[src/rtl/rexmit_fifo_pkg.sv]
package rexmit_fifo_pkg;
  typedef enum logic {
    STYLE_STD  = 1'b0,
    STYLE_FWFT = 1'b1
  } rd_style_e;
endpackage

[src/rtl/rexmit_fifo_ram.sv]
module rexmit_fifo_ram #(
  parameter int DW = 8,
  parameter int AW = 3
) (
  input  logic          clk,
  input  logic          we,
  input  logic [AW-1:0] waddr,
  input  logic [DW-1:0] wdata,
  input  logic          re,
  input  logic [AW-1:0] raddr,
  output logic [DW-1:0] rdata
);
  localparam int DEPTH = 1 << AW;

  logic [DW-1:0] store [DEPTH];

  // Reset-free write and registered read so the array maps to block RAM.
  always_ff @(posedge clk) begin
    if (we) store[waddr] <= wdata;
    if (re) rdata <= store[raddr];
  end
endmodule

[src/rtl/rexmit_fifo_wptr.sv]
module rexmit_fifo_wptr #(
  parameter int AW = 3
) (
  input  logic        clk,
  input  logic        rst,
  input  logic        wr_req,
  input  logic        full,
  output logic        wr_fire,
  output logic [AW:0] wptr
);
  localparam int PW = AW + 1;
  localparam logic [PW-1:0] ONE = PW'(1);

  assign wr_fire = wr_req & ~full;

  always_ff @(posedge clk) begin
    if (rst)          wptr <= '0;
    else if (wr_fire) wptr <= wptr + ONE;
  end
endmodule

[src/rtl/rexmit_fifo_rptr.sv]
module rexmit_fifo_rptr
  import rexmit_fifo_pkg::*;
#(
  parameter int AW = 3
) (
  input  logic        clk,
  input  logic        rst,
  input  rd_style_e   style,
  input  logic        rd_req,
  input  logic        mark,
  input  logic        rexmit,
  input  logic [AW:0] wptr,
  output logic [AW:0] rptr,
  output logic [AW:0] level,
  output logic        rd_fire,
  output logic        out_valid,
  output logic        hold
);
  localparam int PW = AW + 1;
  localparam logic [PW-1:0] ONE = PW'(1);

  logic [PW-1:0] mark_q;
  logic          mark_vld_q;
  logic          have;
  logic          accept;
  logic [PW-1:0] mark_pos;
  logic          is_fwft;

  assign is_fwft = (style == STYLE_FWFT);
  assign level   = wptr - rptr;
  assign have    = (level != '0);
  assign accept  = rd_req & out_valid;

  // In fall-through style the shown word sits one behind the fetch position.
  assign mark_pos = (is_fwft && out_valid) ? (rptr - ONE) : rptr;

  always_comb begin
    if (is_fwft) rd_fire = ~rexmit & have & (~out_valid | accept);
    else         rd_fire = ~rexmit & have & ~hold & rd_req;
  end

  always_ff @(posedge clk) begin
    if (rst) begin
      rptr       <= '0;
      mark_q     <= '0;
      mark_vld_q <= 1'b0;
      out_valid  <= 1'b0;
      hold       <= 1'b0;
    end else begin
      hold <= rexmit & ~is_fwft;
      if (mark) begin
        mark_q     <= mark_pos;
        mark_vld_q <= 1'b1;
      end
      if (rexmit) begin
        rptr      <= mark_vld_q ? mark_q : '0;
        out_valid <= 1'b0;
      end else begin
        if (rd_fire) rptr <= rptr + ONE;
        out_valid <= is_fwft & (rd_fire | (out_valid & ~accept));
      end
    end
  end
endmodule

[src/rtl/rexmit_fifo.sv]
module rexmit_fifo
  import rexmit_fifo_pkg::*;
#(
  parameter int DW = 8,
  parameter int AW = 3
) (
  input  logic          clk,
  input  logic          rst,
  input  logic          fwft_sel,
  input  logic          wr_en_n,
  input  logic          wr_cs_n,
  input  logic [DW-1:0] wr_data,
  input  logic          rd_en_n,
  input  logic          rd_cs_n,
  input  logic          mark,
  input  logic          rexmit,
  output logic [DW-1:0] rd_data,
  output logic          rd_flag,
  output logic          full
);
  localparam int PW    = AW + 1;
  localparam int DEPTH = 1 << AW;
  localparam logic [PW-1:0] DEPTH_L = PW'(DEPTH);

  rd_style_e     style;
  logic [PW-1:0] wptr;
  logic [PW-1:0] rptr;
  logic [PW-1:0] level;
  logic          wr_fire;
  logic          rd_fire;
  logic          out_valid;
  logic          hold;

  assign style = rd_style_e'(fwft_sel);
  assign full  = (level == DEPTH_L);

  always_comb begin
    if (style == STYLE_FWFT) rd_flag = ~out_valid;
    else                     rd_flag = (level != '0) & ~hold;
  end

  rexmit_fifo_wptr #(.AW(AW)) u_wptr (
    .clk     (clk),
    .rst     (rst),
    .wr_req  (~wr_en_n & ~wr_cs_n),
    .full    (full),
    .wr_fire (wr_fire),
    .wptr    (wptr)
  );

  rexmit_fifo_rptr #(.AW(AW)) u_rptr (
    .clk       (clk),
    .rst       (rst),
    .style     (style),
    .rd_req    (~rd_en_n & ~rd_cs_n),
    .mark      (mark),
    .rexmit    (rexmit),
    .wptr      (wptr),
    .rptr      (rptr),
    .level     (level),
    .rd_fire   (rd_fire),
    .out_valid (out_valid),
    .hold      (hold)
  );

  rexmit_fifo_ram #(.DW(DW), .AW(AW)) u_ram (
    .clk   (clk),
    .we    (wr_fire),
    .waddr (wptr[AW-1:0]),
    .wdata (wr_data),
    .re    (rd_fire),
    .raddr (rptr[AW-1:0]),
    .rdata (rd_data)
  );
endmodule

[config.mk]
export PLATFORM = sky130hd
export DESIGN_NAME = rexmit_fifo
export DESIGN_NICKNAME = d
export VERILOG_FILES = /design/src/rtl/rexmit_fifo_pkg.sv /design/src/rtl/rexmit_fifo_ram.sv /design/src/rtl/rexmit_fifo_wptr.sv /design/src/rtl/rexmit_fifo_rptr.sv /design/src/rtl/rexmit_fifo.sv
export SDC_FILE = /design/constraint.sdc
export NUM_CORES = 1
export LEC_CHECK = 0
export BUFFER_PORTS_ARGS = -buffer_cell sky130_fd_sc_hd__buf_2
export CORE_MARGIN = 2
export CORE_UTILIZATION = 53
export CTS_CLUSTER_DIAMETER = 200
export DETAILED_ROUTE_END_ITERATION = 8
export PLACE_DENSITY = 0.74
export SKIP_CTS_REPAIR_TIMING = 1
export SYNTH_ARGS = -nofsm -noshare
export SYNTH_HDL_FRONTEND = slang
export SYNTH_SLANG_ARGS = --single-unit
[constraint.sdc]
create_clock -name clk -period 3 [get_ports clk]
set_clock_uncertainty 0.15 [all_clocks]
set_input_delay 0.15 -clock clk [delete_from_list [all_inputs] [get_ports clk]]
set_output_delay 0.15 -clock clk [all_outputs]
set_load 0.005 [all_outputs]
==> results.md <==
* Std-Cell Rows at 30
* Minimum clock period at between 2 and 3 ns
* Post-Synth XOR/XNOR Area at 1.62%
* Worst vdd ir at 0.000427 V
* R2r setup slk at 0.22 ns
* Worst Hold Class: primary input to flip-flop
* Syn avg cell area at 15.3 um2
* Total Power at approximately 2.5 mW
* DR vias at 2,155
* CTS tree: built
* Finished Core Util at 63.6%
* Cell variety after synth at 45
* Die width at 87.5 um
* R2r worst-path depth at 7
* CP Launch Point: u_wptr.wptr[2]
* Antenna viol nets, final at 0
* Layout cells sized above 1 at between 20% and 30%
* TritonCTS Sinks at 87
* CTS H-Tree Depth at 3
* Post-Place Setup Slack at between 0.1 and 0.15 ns
* Sequential share of power at 53.8%
* Status: finished, final reports clean
* Worst setup SP type: flip-flop
* Nets at 313
* Syn_nets at 264
* Comb pwr share at between 10 and 15%
* Largest family of logic cells by synthesized area: multiplexers
* Internal power at approximately 1.9 mW
* Ports at 27
* Fmax at 360 MHz
* Worst-path fanout max at 10
* Setup TNS at 0 ns
* Wire per inst at 18.7 um
* Worst hold path startpoint: wr_cs_n
* R2r startpoint: u_wptr.wptr[2]
* Clock transition at the registers of the reported paths at 0.09 ns
* Gate Count Post-Synth at ~240
* First-pass GRT wire length at 11,200 um
* Pleak at between 1.5 and 2 nW
* Worst-Margin Slew at 0.621 ns
* Initial Util at between 50% and 60%
* Vias in the first global route at approximately 2.1k
* P_sw at 0.646 mW
* CTS Buf Count at 9
* Req. time, crit path at 2.89 ns
* Ys Warns at 0
* Remaining DRCs at 0
* Power share of the clock group at 33.7%
* Via density at 5.75
* Slew Limit Headroom at 58.6%
* Core area at around 6800 um2
* Setup-failing EPs final at 0
* Period utilization at 92.5%
* Area delta synth->final at 16.3%
* WL final at 7020 um
* Clk root buf: clkbuf_8
* Max capacitance violation total at 0
* Number of DRC markers in iteration 0 at 107
* Placer Congestion at 0.739
* RSZ-0062 raised after global routing: no
* Die Ht at between 80 and 90 um
* Synth async-reset ratio at 0%
* WS Path Type: flip-flop to flip-flop
* Post-synthesis simple-gate area fraction at 10.8%
* Final hold vios at 0
* Port Buf Inserts at 26
* Max clock buf depth at 2
* Critical Path AT at 2.66 ns
* Adder-cell area share of the yosys netlist at 2.03%
* Sequential area share after synthesis at 66.6%
* #FFs+latches synth at 87
* RR Endpoint: u_ram.store[5][7]
* Critical path capture point: u_ram.store[5][7]
* Ant diodes at 0
* Pwr Density at between 500 and 600 nW/um2
* Antenna violations before repair at 0
* Synth Area in Compound Gates at approximately 6.3%
* Crit end category: flip-flop
* Final setup margin at approximately 0.22 ns
* All-layer global routing usage at 20.1%
* Remaining global-route overflow at 0
* Number of synthesized flops with an enable pin at 72
* Post-DP HPWL at 4540 um
* Net Sw Frac at 25.5%
* Post-Syn Area at 3700 um2
* Final Max Tran Viols at 0
* Die area at 7660 um2
* Post-synthesis mux area share at ~11%
* Clock Latency Late Sink at around 0.34 ns
* Iteration count of the initial detailed-routing pass at 4
* Synth Flop Type: edfxtp_1
* Pin count of the biggest net entering global routing at 23
## worst max-delay path, cell delays in order (launching register included)
cell and delay, ns:
dfxtp_1 0.51, ha_1 0.35, a21oi_1 0.31, nand3_2 0.17, nand4_2 0.17, inv_2 0.08, nor3_1 0.27, and4b_2 0.45
## worst min path at each step
stage | endpoint | cells past startpoint
6_report | u_wptr.wptr[1] | 3
5_1_grt | u_wptr.wptr[1] | 3
4_1_cts | u_rptr.hold | 2
3_5_place_dp | u_rptr.hold | 2
3_3_place_gp | u_rptr.hold | 2
2_1_floorplan | u_rptr.hold | 1
## cells in the final DEF (no fill, tap or decap), drive strengths merged
cell type    instances
xor2                 2
o21ai                3
inv                 11
nand2               33
o211a                1
nor2                15
mux2                 2
nor4                 3
o31ai                2
bufinv               1
o21a                 2
o31a                 1
a21o                 3
a2111o               1
dlygate4sd3         10
nor2b                2
dfxtp               15
ha                   6
clkinvlp             2
a211oi               4
edfxtp              72
nor3                 5
xnor2                4
and4b                2
mux4                16
nand4                1
buf                 38
nand2b               1
a21oi                8
and3                 1
mux2i                2
nand3                6
a21boi               1
nand3b               2
or2                  1
nor4b                2
nor3b                3
a2111oi              2
clkbuf               9
## final cells by class
type / instances / area (um2)
clock buffer: 9 / 124
clock inverter: 7 / 87.6
fill: 524 / 2460
inverter: 7 / 26.3
multi-input combinational: 137 / 1180
sequential: 87 / 2460
tap: 80 / 100
timing repair buffer: 48 / 320
## logic make-up (layout without fill, tap and decap cells)
logic type | after synthesis | count (layout)
AOI/OAI and AO/OA | 28 | 28
xor gates and xnor gates | 6 | 6
adders and majority gates | 6 | 6
buffers and inverters | 17 | 71
DFF | 87 | 87
muxes | 20 | 20
and+or+nand+nor | 77 | 77
## state kept, by name (all words and copies together) (netlist names)
| register | count |
|---|---|
| u_rptr.mark_q | 4 |
| u_rptr.out_valid | 1 |
| u_ram.rdata | 8 |
| u_rptr.rptr | 4 |
| u_ram.store | 64 |
| u_rptr.mark_vld_q | 1 |
| u_rptr.hold | 1 |
| u_wptr.wptr | 4 |
## synth_stat cells, drive strengths merged, types with 2 or more instances
cell type / n / area [um2]
ha: 6 / 75.1
nor3b: 3 / 22.5
mux4: 16 / 360
buf: 3 / 12.5
o21a: 2 / 15.0
a2111oi: 2 / 42.5
nor4: 3 / 25.0
dfxtp: 15 / 300
mux2i: 2 / 20.0
xnor2: 4 / 35.0
xor2: 2 / 25.0
a21o: 3 / 23.8
mux2: 2 / 22.5
nor3: 5 / 25.0
nor2b: 2 / 12.5
clkbuf: 7 / 26.3
and4b: 2 / 20.0
nand3: 6 / 35.0
o21ai: 3 / 15.0
inv: 7 / 26.3
nand2: 33 / 124
nand3b: 2 / 15.0
a21oi: 8 / 40.0
edfxtp: 72 / 2160
nor4b: 2 / 32.5
nor2: 15 / 56.3
a211oi: 4 / 42.5
o31ai: 2 / 15.0
## stage by stage
stage	instances	hold slack, ns	instance area [um2]
final	375	0.00410	4300
after floorplan	241	0.0761	3700
after global routing	375	0.00907	4300
after detailed placement	349	0.251	3990
after global placement	349	0.242	3990
after CTS	365	-0.132	4200
## per-layer routing
| layer | vias to the layer above | GRT usage (%) | wire length, um |
|---|---|---|---|
| li1 | 1023 | - | - |
| met1 | 1089 | 26.4 | 3150 |
| met2 | 41 | 33.5 | 3650 |
| met3 | 2 | 5.21 | 189 |
| met4 | 0 | 5.73 | 29 |
| met5 | - | 0 | 0 |
## power by group through the flow
stage          Combinational [mW]  Clock, mW  Sequential (mW)
2_1_floorplan               0.205          0             1.39
6_report                    0.318      0.855             1.36
3_5_place_dp                0.310          0             1.39
3_3_place_gp                0.304          0             1.39
5_1_grt                     0.352      0.932             1.37
4_1_cts                     0.312      0.876             1.37
(Power assumes the default switching activity.)
